==> config.mk <==
export PLATFORM = sky130hd
export DESIGN_NAME = rtpwm_timer
export DESIGN_NICKNAME = d
export VERILOG_FILES = /design/src/rtl/rtpwm_pkg.sv /design/src/rtl/rtpwm_regs.sv /design/src/rtl/rtpwm_prescale.sv /design/src/rtl/rtpwm_trig.sv /design/src/rtl/rtpwm_core.sv /design/src/rtl/rtpwm_timer.sv
export SDC_FILE = /design/constraint.sdc
export NUM_CORES = 1
export LEC_CHECK = 0
export BUFFER_PORTS_ARGS = -buffer_cell sky130_fd_sc_hd__buf_2
export CAP_MARGIN = 15
export CORE_MARGIN = 2
export CORE_UTILIZATION = 30
export CTS_CLUSTER_DIAMETER = 80
export DETAILED_ROUTE_END_ITERATION = 10
export PLACE_DENSITY_LB_ADDON = 0.2
export SLEW_MARGIN = 10
export SYNTH_ARGS = -nofsm -noshare
export SYNTH_HDL_FRONTEND = slang
export SYNTH_SLANG_ARGS = --single-unit
==> constraint.sdc <==
create_clock -name clk -period 5.5 [get_ports clk]
set_clock_uncertainty 0.2 [all_clocks]
set_input_delay 1.1 -clock clk [delete_from_list [all_inputs] [get_ports clk]]
set_output_delay 1.1 -clock clk [all_outputs]
set_load 0.02 [all_outputs]
==> src/rtl/rtpwm_pkg.sv <==
package rtpwm_pkg;
  localparam int unsigned CTRL_ADDR   = 0;
  localparam int unsigned SWTRIG_ADDR = 1;
  localparam int unsigned CMP_BASE    = 4;

  // bit 0 enable, bits 3:1 divider exponent, bits 5:4 edge select
  typedef struct packed {
    logic [1:0] edge_sel;  // [0] rising, [1] falling
    logic [2:0] div_exp;
    logic       enable;
  } ctrl_t;
endpackage

==> src/rtl/rtpwm_regs.sv <==
module rtpwm_regs
  import rtpwm_pkg::*;
#(
  parameter int CNT_W  = 16,
  parameter int NCH    = 3,
  parameter int ADDR_W = 3
) (
  input  logic                        clk,
  input  logic                        rst,
  input  logic                        wr_en,
  input  logic [ADDR_W-1:0]           wr_addr,
  input  logic [CNT_W-1:0]            wr_data,
  output ctrl_t                       ctrl,
  output logic [NCH:0][CNT_W-1:0]     cmp,
  output logic                        sw_trig
);
  localparam int CTRL_W = $bits(ctrl_t);

  always_ff @(posedge clk) begin
    if (rst) begin
      ctrl    <= '0;
      cmp     <= '0;
      sw_trig <= 1'b0;
    end else begin
      sw_trig <= wr_en && (wr_addr == ADDR_W'(SWTRIG_ADDR)) && wr_data[0];
      if (wr_en) begin
        if (wr_addr == ADDR_W'(CTRL_ADDR))
          ctrl <= ctrl_t'(wr_data[CTRL_W-1:0]);
        for (int k = 0; k <= NCH; k++)
          if (wr_addr == ADDR_W'(CMP_BASE + k))
            cmp[k] <= wr_data;
      end
    end
  end
endmodule

==> src/rtl/rtpwm_prescale.sv <==
module rtpwm_prescale #(
  parameter int SEL_W = 3
) (
  input  logic             clk,
  input  logic             rst,
  input  logic             en,
  input  logic [SEL_W-1:0] sel,
  output logic             tick
);
  localparam int PS_W = (2 ** SEL_W) - 1;

  logic [PS_W-1:0] pcnt;
  logic [PS_W-1:0] mask;

  always_comb begin
    mask = (PS_W'(1) << sel) - PS_W'(1);
    tick = en && ((pcnt & mask) == mask);
  end

  always_ff @(posedge clk) begin
    if (rst || !en) pcnt <= '0;
    else            pcnt <= pcnt + PS_W'(1);
  end

  // with divide-by-two selected, strobes never come back to back
  p_div2_gap_r9: assert property (@(posedge clk) disable iff (rst)
    (en && sel == SEL_W'(1) && tick) |=> (!tick || !en || sel != SEL_W'(1)));
endmodule

==> src/rtl/rtpwm_trig.sv <==
module rtpwm_trig (
  input  logic       clk,
  input  logic       rst,
  input  logic       en,
  input  logic [1:0] edge_sel,
  input  logic       pin,
  output logic       pulse
);
  logic s1, s2, s3;

  always_ff @(posedge clk) begin
    if (rst) {s1, s2, s3} <= 3'b000;
    else     {s1, s2, s3} <= {pin, s1, s2};
  end

  always_comb
    pulse = en && ((edge_sel[0] && s2 && !s3) || (edge_sel[1] && !s2 && s3));
endmodule

==> src/rtl/rtpwm_core.sv <==
module rtpwm_core #(
  parameter int CNT_W = 16,
  parameter int NCH   = 3
) (
  input  logic                    clk,
  input  logic                    rst,
  input  logic                    en,
  input  logic                    tick,
  input  logic                    trig,
  input  logic [NCH:0][CNT_W-1:0] cmp,
  output logic [NCH-1:0]          pwm,
  output logic                    tog,
  output logic                    irq_period,
  output logic [NCH-1:0]          irq_cmp
);
  logic [CNT_W-1:0]          cnt, cnt_nx;
  logic                      running, wrap;
  logic [NCH:0][CNT_W-1:0]   bufs, bufs_nx;
  logic [NCH-1:0]            lt_nx, eq_nx;

  always_comb begin
    wrap    = running && tick && (cnt == bufs[0]);
    cnt_nx  = wrap ? '0 : cnt + CNT_W'(1);
    bufs_nx = wrap ? cmp : bufs;
  end

  for (genvar b = 0; b < NCH; b++) begin : g_ch
    assign lt_nx[b] = cnt_nx <  bufs_nx[b+1];
    assign eq_nx[b] = cnt_nx == bufs_nx[b+1];
  end

  always_ff @(posedge clk) begin
    if (rst || !en) begin
      cnt        <= '1;
      running    <= 1'b0;
      pwm        <= '0;
      tog        <= 1'b0;
      irq_period <= 1'b0;
      irq_cmp    <= '0;
      bufs       <= rst ? '0 : cmp;
    end else begin
      irq_period <= 1'b0;
      irq_cmp    <= '0;
      if (trig) begin
        cnt     <= '0;
        running <= 1'b1;
        pwm     <= '1;
        tog     <= ~tog;
      end else if (running && tick) begin
        cnt        <= cnt_nx;
        bufs       <= bufs_nx;
        irq_period <= wrap;
        pwm        <= lt_nx;
        irq_cmp    <= eq_nx;
      end
    end
  end

  // idle means quiet outputs and a held all-ones count
  p_idle_quiet_r1: assert property (@(posedge clk) disable iff (rst)
    !running |-> (cnt == '1 && pwm == '0 && irq_cmp == '0 && !irq_period));
  // a trigger zeroes the counter
  p_trig_zero_r4: assert property (@(posedge clk) disable iff (rst)
    (en && trig) |=> (cnt == '0 && running));
  // a trigger raises every output and flips the toggle
  p_trig_force_r8: assert property (@(posedge clk) disable iff (rst)
    (en && trig) |=> (pwm == '1 && tog != $past(tog)));
  // the count never exceeds the period buffer
  p_cnt_bound_r5: assert property (@(posedge clk) disable iff (rst)
    running |-> cnt <= bufs[0]);
  // the period wrap clears the count and raises the period interrupt
  p_wrap_irq_r5: assert property (@(posedge clk) disable iff (rst)
    (en && !trig && running && tick && cnt == bufs[0]) |=> (cnt == '0 && irq_period));
  // buffers move only at a wrap while enabled
  p_buf_hold_r7: assert property (@(posedge clk) disable iff (rst)
    (en && !(running && tick && cnt == bufs[0])) |=> $stable(bufs));
  // disabled means everything low
  p_off_low_r10: assert property (@(posedge clk) disable iff (rst)
    !en |=> (pwm == '0 && !tog && !irq_period && irq_cmp == '0));
endmodule

==> src/rtl/rtpwm_timer.sv <==
module rtpwm_timer
  import rtpwm_pkg::*;
#(
  parameter int CNT_W  = 16,
  parameter int NCH    = 3,
  parameter int ADDR_W = 3,
  parameter int SEL_W  = 3
) (
  input  logic              clk,
  input  logic              rst,
  input  logic              wr_en,
  input  logic [ADDR_W-1:0] wr_addr,
  input  logic [CNT_W-1:0]  wr_data,
  input  logic              ext_trig_in,
  output logic              toggle_out,
  output logic [NCH-1:0]    pwm_out,
  output logic              irq_period,
  output logic [NCH-1:0]    irq_match
);
  ctrl_t                   ctrl;
  logic [NCH:0][CNT_W-1:0] cmp;
  logic                    sw_trig, ext_pulse, tick, trig;

  rtpwm_regs #(.CNT_W(CNT_W), .NCH(NCH), .ADDR_W(ADDR_W)) u_regs (
    .clk(clk), .rst(rst), .wr_en(wr_en), .wr_addr(wr_addr), .wr_data(wr_data),
    .ctrl(ctrl), .cmp(cmp), .sw_trig(sw_trig)
  );

  rtpwm_prescale #(.SEL_W(SEL_W)) u_ps (
    .clk(clk), .rst(rst), .en(ctrl.enable), .sel(SEL_W'(ctrl.div_exp)), .tick(tick)
  );

  rtpwm_trig u_trig (
    .clk(clk), .rst(rst), .en(ctrl.enable), .edge_sel(ctrl.edge_sel),
    .pin(ext_trig_in), .pulse(ext_pulse)
  );

  assign trig = ctrl.enable && (sw_trig || ext_pulse);

  rtpwm_core #(.CNT_W(CNT_W), .NCH(NCH)) u_core (
    .clk(clk), .rst(rst), .en(ctrl.enable), .tick(tick), .trig(trig), .cmp(cmp),
    .pwm(pwm_out), .tog(toggle_out), .irq_period(irq_period), .irq_cmp(irq_match)
  );
endmodule

==> metrics.md, run 1 <==
| Metric | Value |
|---|---|
| Outcome | complete, no violations |
| Final WL | approximately 25 mm |
| EDFF count, synth | 64 |
| Setup CP Type | reg2reg |
| GRT Resource Usage Total | around 17% |
| Most frequent cells after synthesis | nand2_1, dfxtp_1, mux2i_1 |
| Post-CTS Setup Bufs | 0 |
| Core area | 29500 um2 |
| Hold_ws | about 0.25 ns |
| Metal2 WL | 11.0 mm |
| Crit Path Max Fanout | 35 |
| Max-slew violations | 0 |
| Worst EP arrival | ~4.7 ns |
| Post_cts resized | 0 |
| Synthesized area | about 9000 um2 |
| Max-cap violations | 0 |
| Start of the worst register-to-register path | u_regs.ctrl[1] |
| Ys Warns | 0 |
| DP Wirelength | 17.3 mm |
| CTS tree | yes |
| Area Growth Syn to Fin | 11.5% |
| FFs w/ async S/R, synth | 0% |
| Layout cells sized above 1 | about a tenth |
| Max layer used | met4 |
| Worst slew pin tran | about 1.1 ns |
| H-tree depth | 4 |
| WL per Instance | about 19 um |
| Post-CTS Hold Fix Bufs | 0 |
| Diodes inserted | 0 |
| CP Capture Type | flop |
| Syn nets | 1003 |
| Worst hold path class | reg2reg |
| Top cells by area, synth | dfxtp_1, edfxtp_1, mux2i_1, ha_1, nand2_1 |
| Chip height | ~180 um |
| Hold Startpoint | u_regs.cmp[2] |
| Fmax | about 0.22 GHz |
| Die width | 177 um |
| Peak VDD IR | 0.123 mV |
| First-pass GRT wire length | about 40 mm |
| Pin count of the biggest net entering global routing | around 70 |
| Clock Root Buffer | clkbuf_16 |
| Clock-pin slew of the registers on the worst-case setup and hold paths | 0.07 ns |
| Unrepaired setup endpoints after global routing | false |
| Wire length on met1 | 12.9 mm |
| Vias per Instance | about 5 |
| Ys flop type | dfxtp_1 |
| ANT nets after route | 0 |
| Iteration-0 DRC Markers | between 400 and 500 |
| Top-count cell post-synth | nand2_1 |
| Final hold viol count | 0 |
| Crit path from | u_regs.ctrl[1] |
| Drt pass-1 iters | 5 |
| Overall power | approximately 2.7 mW |
| Area leader, netlist | dfxtp_1 |
| Total CTS buffers | 17 |
| # port buffers | 30 |
| Via count | 6696 |
| Residual DRC | 0 |
| Req. time, crit path | 5.66 ns |
| Flop2flop setup slack | 0.93 ns |
| Headroom to the max-slew limit | 23.4% |
| Seq cells post-synth | between 150 and 200 |
| Fin crit share | just over 80% |
| Yosys cell types | 55 |
| Die area | ~31000 um2 |
| Initial antenna violation count | 0 |
| PD cells | about 270 nW/um2 |
| FF-to-FF path depth | 14 |
| Overflow after GRT | 0 |
| Ports | 31 |
| Leak | 3.65 nW |
| Starting Density | 30.4% |
| GPL Wtd Cong | 0.804 |
| Syn Inst Count | 929 |
| Met3 WL post-DR | 776 um |
| Vias in the first global route | between 6000 and 7000 |
| Max Root-Sink Buffers | 2 |
| Clk sinks | between 150 and 200 |
| Worst Hold Depth | 2 |
| Avg Cell Area, Syn | 9.64 um2 |
| FP Rows | 63 |
| Worst-skew pair later-pin latency | between 0.4 and 0.5 ns |
| Setup tns final | 0 ns |
| Crit start category | flop |
| Sequential-to-total area share from yosys stat | roughly 45% |
| # setup viols final | 0 |
| Final net count | approximately 1000 |
| Tmin final | about 4.6 ns |
| Share of the synthesized area in the top cell type | around a quarter |
| FILL cells | roughly 3100 |
==> registers in the layout (all words and copies together) (netlist names) <==
signal,count
u_trig.s3,1
u_regs.sw_trig,1
u_core.irq_cmp,3
u_trig.s2,1
u_regs.cmp,64
u_core.running,1
u_core.irq_period,1
u_regs.ctrl,6
u_ps.pcnt,7
u_core.bufs,64
u_trig.s1,1
u_core.cnt,16
u_core.pwm,3
u_core.tog,1
==> kinds of logic (layout without fill, tap and decap cells) <==
family	count (synthesis)	count (layout)	synth area share, %
AO/OA/AOI/OAI	148	148	10.2
XOR/XNOR	39	39	3.82
adder cells (fa/ha/maj)	51	51	7.13
buffers and inverters	59	79	3.44
flip-flops	170	170	45.2
multiplexers	102	102	11.5
AND/OR/NAND/NOR	360	360	18.8
==> layer usage <==
layer  up-vias  global-route usage [%]
met1      3248                    25.1
li1       3324                       -
met2       102                    25.0
met4         0                    4.68
met3        22                    2.49
met5         -                       0
==> critical path, cell delays in order (launching register included) <==
cell       delay, ns
dfxtp_1         0.41
or3_1           0.40
ha_1            0.28
o211ai_1        0.13
nor3_2          0.46
and4_4          0.69
buf_4           0.35
mux2i_1         0.23
ha_1            0.26
nor2b_1         0.13
o21a_1          0.16
o2111ai_1       0.18
a31oi_1         0.13
or3_1           0.35
a21oi_1         0.12
==> cells in the final DEF, fill, tap and decap left out, types with 3 or more instances in the layout <==
cell type    n
a21o_1      13
or3_1        3
or4b_1       3
a31oi_1      3
xor2_1      11
buf_2       29
dfxtp_1    106
nor2_2       4
nand3_1     22
nor2b_1     11
nor3_1       3
buf_4       11
edfxtp_1    64
nand2_1    142
nor2_1      92
and3_1       9
or4_1        7
nand4_1     21
o211ai_1    15
and2_1      20
o21ai_0     11
clkbuf_16   17
and4_1       3
o21a_1       4
mux2_2       4
clkinv_2     3
ha_1        51
nand2b_1     5
xnor2_1     28
inv_1        7
mux2i_1     98
or2_2        3
a21oi_1     83
clkinv_4     3
==> path summary, 6_finish.rpt <==
check	to
min reg2reg	u_regs.cmp[2]
max	u_core.pwm[0]
max reg2reg	u_core.pwm[0]
min	u_regs.cmp[2]
==> report_power, final <==
part / switching (mW) / internal, mW
Combinational: 0.0917 / 0.0482
Sequential: 0.0159 / 1.32
Clock: 0.525 / 0.680
Total: 0.633 / 2.05
==> through the flow <==
stage | cells | worst slack, ns | util [%] | instance area (um2)
final | 1339 | 0.933 | 33.9 | 9980
after global routing | 1339 | 0.570 | 33.9 | 9980
after CTS | 1339 | 0.915 | 33.9 | 9980
after detailed placement | 1307 | 0.936 | 31.9 | 9410
after global placement | 1307 | 0.990 | 31.9 | 9410
after floorplan | 929 | 1.65 | - | 8950
==> cell type report <==
| cell class | instances | area [um2] | area share, % |
|---|---|---|---|
| Multi-Input combinational cell | 700 | 4630 | 46.3 |
| Sequential cell | 170 | 4040 | 40.5 |
| Tap cell | 390 | 488 | 4.89 |
| Clock buffer | 20 | 447 | 4.47 |
| Timing Repair Buffer | 40 | 228 | 2.28 |
| Clock inverter | 12 | 125 | 1.25 |
| Inverter | 7 | 26.3 | 0.263 |
(Power assumes the default switching activity.)
==> run 2, diff against run 1 <==
==> constraint.sdc (replaced) <==
create_clock -name clk -period 4.1 [get_ports clk]
set_clock_uncertainty 0.2 [all_clocks]
set_input_delay 0.82 -clock clk [delete_from_list [all_inputs] [get_ports clk]]
set_output_delay 0.82 -clock clk [all_outputs]
set_load 0.02 [all_outputs]
==> metrics.md, run 2 (synthesized netlist as in run 1, its figures left out) <==
| Metric | Value |
|---|---|
| Setup tns final | 0 ns (unchanged) |
| Starting Density | 30.4% (unchanged) |
| Fin crit share | 93.0% (+10 points) |
| Drt pass-1 iters | 4 (-1) |
| Slowest stage delay, CP | 0.36 ns (-0.33 ns) |
| Outcome | complete, no violations |
| CTS tree | yes |
| Vias in the first global route | 6609 (+0.43%) |
| Commonest non-fill, non-tap cell in the layout | nand2_1 |
| Worst hold path class | reg2reg |
| H-tree depth | 4 (unchanged) |
| Top cell family by delay on the critical path | simple AND/OR/NAND/NOR gates |
| Slowest cell on crit path | dfxtp_1 |
| Crit start category | flop |
| Overflow after GRT | 0 (unchanged) |
| Diodes inserted | 0 (unchanged) |
| Switch share | 23.2% (-0.39 points) |
| Combinational share of power | 5.4% (+0.2 points) |
| Start of the worst register-to-register path | u_regs.ctrl[2] |
| Clock-pin slew of the registers on the worst-case setup and hold paths | 0.07 ns (about the same) |
| Crit Path Max Fanout | 17 (-51%) |
| Chip height | 177 um (unchanged) |
| Worst slew pin tran | 1.06 ns (-0.0814 ns) |
| Layout cells sized above 1 | 11.3% (+1.9 points) |
| Total CTS buffers | 17 (unchanged) |
| Final instance area | 10300 um2 (+2.8%) |
| Worst Hold Depth | 1 (-1) |
| Final net count | 1029 (+1.9%) |
| Area Growth Syn to Fin | 14.6% |
| Seq pwr share | 48.7% (-1.2 points) |
| Pin count of the biggest net entering global routing | 73 (+7.4%) |
| Worst EP arrival | 3.93 ns (-0.79 ns) |
| Tmin final | 3.81 ns (-0.752 ns) |
| Peak VDD IR | 0.242 mV (+97%) |
| Worst R2R End | u_core.pwm[0] |
| DP Wirelength | 17.3 mm (-0.17%) |
| Initial antenna violation count | 0 (unchanged) |
| Req. time, crit path | 4.21 ns (-1.45 ns) |
| Max Root-Sink Buffers | 2 (unchanged) |
| Most frequent cells in the layout | nand2_1, dfxtp_1, mux2i_1 |
| Hold Path End | u_trig.s2 |
| GPL Wtd Cong | 0.831 (+3.4%) |
| Overall power | 3.68 mW (+37%) |
| Max-cap violations | 0 (unchanged) |
| GRT Resource Usage Total | 16.2% (-0.59 points) |
| P_sw | 0.854 mW (+35%) |
| Ports | 31 (unchanged) |
| WL per Instance | 18.2 um (-2.9%) |
| Final setup margin | 0.285 ns (-0.648 ns) |
| PD cells | 359 nW/um2 (+34%) |
| First-pass GRT wire length | 38.8 mm (-2.7%) |
| Headroom to the max-slew limit | 28.8% (+5.4 points) |
| FF-to-FF path depth | 17 (+3) |
| # setup viols final | 0 (unchanged) |
| Crit path cell chain | or3_1 > ha_1 > buf_4 > nor3_1 > o21ai_0 > a21o_1 > and4_4 > buf_4 > clkbuf_16 > nor2_1 > ha_1 > nand4_1 > nor2_1 > o21ai_0 > a31oi_1 > or3_1 > a21oi_1 |
| Power share of the clock group | 45.8% (+0.9 points) |
| Die area | 31200 um2 (unchanged) |
| Hold Startpoint | u_trig.s1 |
| CP Capture Type | flop |
| Vias per Instance | 4.94 (-1.3%) |
| Iteration-0 DRC Markers | 378 (-20%) |
| Leak | 3.79 nW (+3.9%) |
| Die width | 177 um (unchanged) |
| Via count | 6705 (+0.13%) |
| Fmax | 0.262 GHz (+20%) |
| FILL cells | 3042 (-1.4%) |
| ANT nets after route | 0 (unchanged) |
| Dpl ws | 0.210 ns (-0.725 ns) |
| Unrepaired setup endpoints after global routing | false |
| Max-slew violations | 0 (unchanged) |
| Fin util | 34.8% (+0.94 points) |
| Clk sinks | 170 (unchanged) |
| Biggest regs | u_core.bufs: 64 flops, u_regs.cmp: 64 flops, u_core.cnt: 16 flops |
| Worst-skew pair later-pin latency | 0.43 ns (about the same) |
| Clock Root Buffer | clkbuf_16 |
| Crit path buffers/inverters | 3 (+2) |
| FP Rows | 63 (unchanged) |
| # port buffers | 30 (unchanged) |
| Int Power | 2.83 mW (+38%) |
| Area after DPL | 9590 um2 (+1.9%) |
| Core area | 29500 um2 (unchanged) |
| Final hold viol count | 0 (unchanged) |
| Setup CP Type | reg2reg |
| Flop2flop setup slack | 0.29 ns (-0.65 ns) |
| Residual DRC | 0 (unchanged) |
| Final WL | 24.7 mm (-1.5%) |
==> run 2: stage by stage <==
step                      hold slack [ns]  std cells
after floorplan                     0.214        929
after global placement              0.223       1323
after detailed placement            0.228       1323
after CTS                           0.243       1355
after global routing                0.260       1358
final                               0.239       1358
==> run 2: final cells by class <==
| class | count | area [um2] | share of cell area [%] |
|---|---|---|---|
| inverters | 7 | 26.3 | 0.256 |
| repair buffers | 59 | 458 | 4.46 |
| multi-input cells | 700 | 4640 | 45.2 |
| well taps | 390 | 488 | 4.76 |
| clock buffers | 20 | 447 | 4.35 |
| flip-flops and latches | 170 | 4040 | 39.4 |
| clock inverters | 12 | 161 | 1.57 |
==> run 2: routing by layer <==
metal  GRT usage [%]  up-vias  share of wire [%]
li1                -     3349                  -
met1            23.8     3225                 51
met2            24.7      116                 45
met3            2.86       15                2.9
met4            3.93        0                1.1
met5               0        -                  0
==> run 2: what timing repair did <==
| action | CTS | global route |
|---|---|---|
| hold buffers | 0 | 0 |
| setup endpoints to repair | 0 | 3 |
| resized for setup | 0 | 3 |
| setup buffers | 0 | 2 |
==> run 2: how the worst max path moves through the flow <==
stage	start	endpoint	slack, ns	cells past startpoint
after detailed placement	u_regs.ctrl[2]	u_core.pwm[2]	0.21	15
final	u_regs.ctrl[2]	u_core.pwm[0]	0.29	17
after global routing	u_regs.ctrl[2]	u_core.pwm[0]	0.03	16
after CTS	u_regs.ctrl[2]	u_core.pwm[2]	0.17	15
after global placement	u_regs.ctrl[2]	u_core.pwm[2]	0.23	15
after floorplan	u_regs.ctrl[1]	u_core.pwm[0]	0.25	18
==> run 2: power by group through the flow <==
stage | clock (mW) | sequential [mW] | combinational, mW
after floorplan | 0 | 1.83 | 0.123
after global placement | 0 | 1.83 | 0.197
after detailed placement | 0 | 1.83 | 0.198
after CTS | 1.73 | 1.80 | 0.199
after global routing | 1.80 | 1.80 | 0.223
final | 1.69 | 1.80 | 0.200
==> run 3, diff against run 2 <==
--- a/config.mk
+++ b/config.mk
@@ -5,6 +5,7 @@
 export SDC_FILE = /design/constraint.sdc
 export NUM_CORES = 1
 export LEC_CHECK = 0
+export ABC_AREA = 1
 export BUFFER_PORTS_ARGS = -buffer_cell sky130_fd_sc_hd__buf_2
 export CAP_MARGIN = 15
 export CORE_MARGIN = 2
==> metrics.md, run 3 <==
| Metric | Value |
|---|---|
| Most frequent cells after synthesis | nand2_1, inv_1, nand3_1 |
| Crit start category | flop |
| Ys Warns | 0 (unchanged) |
| Diodes inserted | 0 (unchanged) |
| GPL Wtd Cong | 0.825 (-0.72%) |
| Die area | 32600 um2 (+4.3%) |
| EDFF count, synth | 64 (unchanged) |
| Setup tns final | 0 ns (unchanged) |
| Share of the synthesized area in the top cell type | 22.7% (-1.0 points) |
| Die width | 180 um (+2.1%) |
| GRT Resource Usage Total | 17.1% (+0.84 points) |
| Slowest cell on crit path | dfxtp_1 |
| Setup CP Type | reg2reg |
| Clock-pin slew of the registers on the worst-case setup and hold paths | 0.07 ns (about the same) |
| Headroom to the max-slew limit | 26.4% (-2.5 points) |
| Clk sinks | 170 (unchanged) |
| CP Capture Type | flop |
| Seq pwr share | 48.7% (about the same) |
| Ys flop type | dfxtp_1 |
| Post-CTS Hold Fix Bufs | 0 (unchanged) |
| Via count | 8155 (+22%) |
| Final hold viol count | 0 (unchanged) |
| Slowest stage delay, CP | 0.46 ns (+0.10 ns) |
| Cell Count, Final, Fillers Out | 1716 (+26%) |
| Drt pass-1 iters | 7 (+3) |
| Core area | 30700 um2 (+4.0%) |
| Area leader, netlist | dfxtp_1 |
| Syn nets | 1370 (+37%) |
| Crit Path Max Fanout | 16 (-1) |
| Most frequent cells in the layout | nand2_1, inv_1, nand3_1 |
| Worst EP arrival | 3.69 ns (-0.24 ns) |
| P_sw | 0.909 mW (+6.5%) |
| Worst Hold Depth | 2 (+1) |
| Chip height | 180 um (+2.1%) |
| Commonest non-fill, non-tap cell in the layout | nand2_1 |
| FILL cells | 3296 (+8.3%) |
| PD cells | 354 nW/um2 (-1.4%) |
| CTS tree | yes |
| Iteration-0 DRC Markers | 648 (+71%) |
| Inst Count DP | 1683 (+27%) |
| Switch share | 24.5% (+1.3 points) |
| Fin crit share | 87.0% (-6.0 points) |
| Req. time, crit path | 4.22 ns (about the same) |
| Max Root-Sink Buffers | 2 (unchanged) |
| Starting Density | 30.5% (+0.10 points) |
| Residual DRC | 0 (unchanged) |
| Layout cells sized above 1 | 7.05% (-4.2 points) |
| Crit path cell chain | nor2_2 > nand2_1 > ha_1 > nand3_1 > o21ai_1 > a21oi_1 > nor2_4 > nand2_2 > inv_2 > nor2_1 > ha_1 > nand4_1 > nor3_1 > nand2_1 > a21oi_1 > nor2_1 |
| DP Wirelength | 19.2 mm (+11%) |
| Post_cts resized | 0 (unchanged) |
| Dpl ws | 0.582 ns (+0.372 ns) |
| Avg Cell Area, Syn | 7.21 um2 (-25%) |
| Final net count | 1381 (+34%) |
| Area Growth Syn to Fin | 12.3% |
| First-pass GRT wire length | 43.6 mm (+12%) |
| Post-CTS Setup Bufs | 0 (unchanged) |
| Worst hold path class | reg2reg |
| WL per Instance | 16.0 um (-12%) |
| Sequential-to-total area share from yosys stat | 43.3% (-1.9 points) |
| Top cells by area, synth | dfxtp_1, edfxtp_1, nand2_1, nand3_1, inv_1 |
| Worst-skew pair later-pin latency | 0.44 ns (about the same) |
| FF-to-FF path depth | 16 (-1) |
| ANT nets after route | 0 (unchanged) |
| Total CTS buffers | 17 (unchanged) |
| Clock Root Buffer | clkbuf_16 |
| Top-count cell post-synth | nand2_1 |
| Biggest regs | u_core.bufs: 64 flops, u_regs.cmp: 64 flops, u_core.cnt: 16 flops |
| Max-cap violations | 0 (unchanged) |
| Pin count of the biggest net entering global routing | 87 (+19%) |
| Vias in the first global route | 7615 (+15%) |
| Synthesized area | 9340 um2 (+4.4%) |
| Fmax | 0.280 GHz (+6.9%) |
| Overflow after GRT | 0 (unchanged) |
| Power share of the clock group | 45.0% (-0.8 points) |
| Initial antenna violation count | 0 (unchanged) |
| Seq cells post-synth | 170 (unchanged) |
| H-tree depth | 4 (unchanged) |
| # port buffers | 30 (unchanged) |
| FFs w/ async S/R, synth | 0% (unchanged) |
| Combinational share of power | 6.3% (+0.9 points) |
| Unrepaired setup endpoints after global routing | false |
| Leak | 5.00 nW (+32%) |
| Fin util | 34.2% (-0.58 points) |
| Max-slew violations | 0 (unchanged) |
| Yosys cell types | 30 (-45%) |
| Final WL | 27.5 mm (+11%) |
| Ports | 31 (unchanged) |
| FP Rows | 64 (+1.6%) |
| Syn Inst Count | 1296 (+40%) |
| Outcome | complete, no violations |
| Tmin final | 3.57 ns (-0.248 ns) |
| Final setup margin | 0.533 ns (+0.248 ns) |
| # setup viols final | 0 (unchanged) |
| Peak VDD IR | 0.269 mV (+11%) |
| Vias per Instance | 4.75 (-3.7%) |
| Int Power | 2.81 mW (-0.86%) |
| Worst slew pin tran | 1.10 ns (+0.0387 ns) |
==> run 3: cell types whose count changed in the layout (fill, tap and decap cells not counted), sizes merged, moves of 10 or more <==
| cell | change |
|---|---|
| a21o | -13 |
| and2 | -17 |
| inv | +170 |
| mux2i | -98 |
| nand2 | +192 |
| nand3 | +139 |
| nand4 | -17 |
| nor2 | +36 |
| nor2b | -11 |
| nor3 | +10 |
| o211ai | -15 |
| o21ai | +75 |
| xnor2 | -21 |
==> run 3: worst paths after layout <==
check / startpoint / endpoint / slack [ns]
max: u_regs.ctrl[3] / u_core.pwm[0] / 0.53
min: u_trig.s1 / u_trig.s2 / 0.21
max reg2reg: u_regs.ctrl[3] / u_core.pwm[0] / 0.53
min reg2reg: u_trig.s1 / u_trig.s2 / 0.21
==> run 3: cells by family after synthesis <==
logic type	after synthesis	synth area share, %
buffers and inverters	231	9.91
adder cells (fa/ha/maj)	51	6.83
AND/OR/NAND/NOR	655	29.3
flip-flops	170	43.3
AO/OA/AOI/OAI	179	9.73
XOR/XNOR	10	0.937
==> run 3: power by group through the flow <==
stage	registers, mW	clock network (mW)	logic (mW)
CTS	1.81	1.70	0.236
global placement	1.85	0	0.233
floorplan	1.84	0	0.154
detailed placement	1.85	0	0.235
finish	1.81	1.67	0.235
global route	1.81	1.76	0.272
==> run 3: through the flow <==
stage / power [mW] / cell area, um2 / hold WS, ns
4_1_cts: 3.75 / 10500 / 0.213
6_report: 3.72 / 10500 / 0.209
3_3_place_gp: 2.08 / 9880 / 0.203
3_5_place_dp: 2.08 / 9880 / 0.202
5_1_grt: 3.85 / 10500 / 0.237
2_1_floorplan: 2.00 / 9340 / 0.188
==> run 3: critical path, delay by kind of cell (launching register included) <==
| family | cells | cell delay (ns) |
|---|---|---|
| adder cells (fa/ha/maj) | 2 | 0.59 |
| AO/OA/AOI/OAI | 3 | 0.44 |
| flip-flops | 1 | 0.46 |
| buffers and inverters | 1 | 0.29 |
| AND/OR/NAND/NOR | 10 | 1.44 |
==> run 3: per-layer routing <==
layer / track usage (%) / wire (um) / up-vias / share of wire (%)
met5: 0 / 0 / - / 0
met3: 3.05 / 1200 / 24 / 4.4
li1: - / - / 4202 / -
met2: 27.1 / 12200 / 176 / 44
met4: 4.48 / 439 / 0 / 1.6
met1: 24.0 / 13600 / 3753 / 50
==> run 3: layout make-up <==
cell class,instances,area (um2),share of cell area [%]
multi-input combinational,895,4390,41.8
timing repair buffer,49,325,3.10
sequential,170,4040,38.5
tap,396,495,4.72
clock inverter,12,130,1.24
inverter,174,653,6.22
clock buffer,20,458,4.36
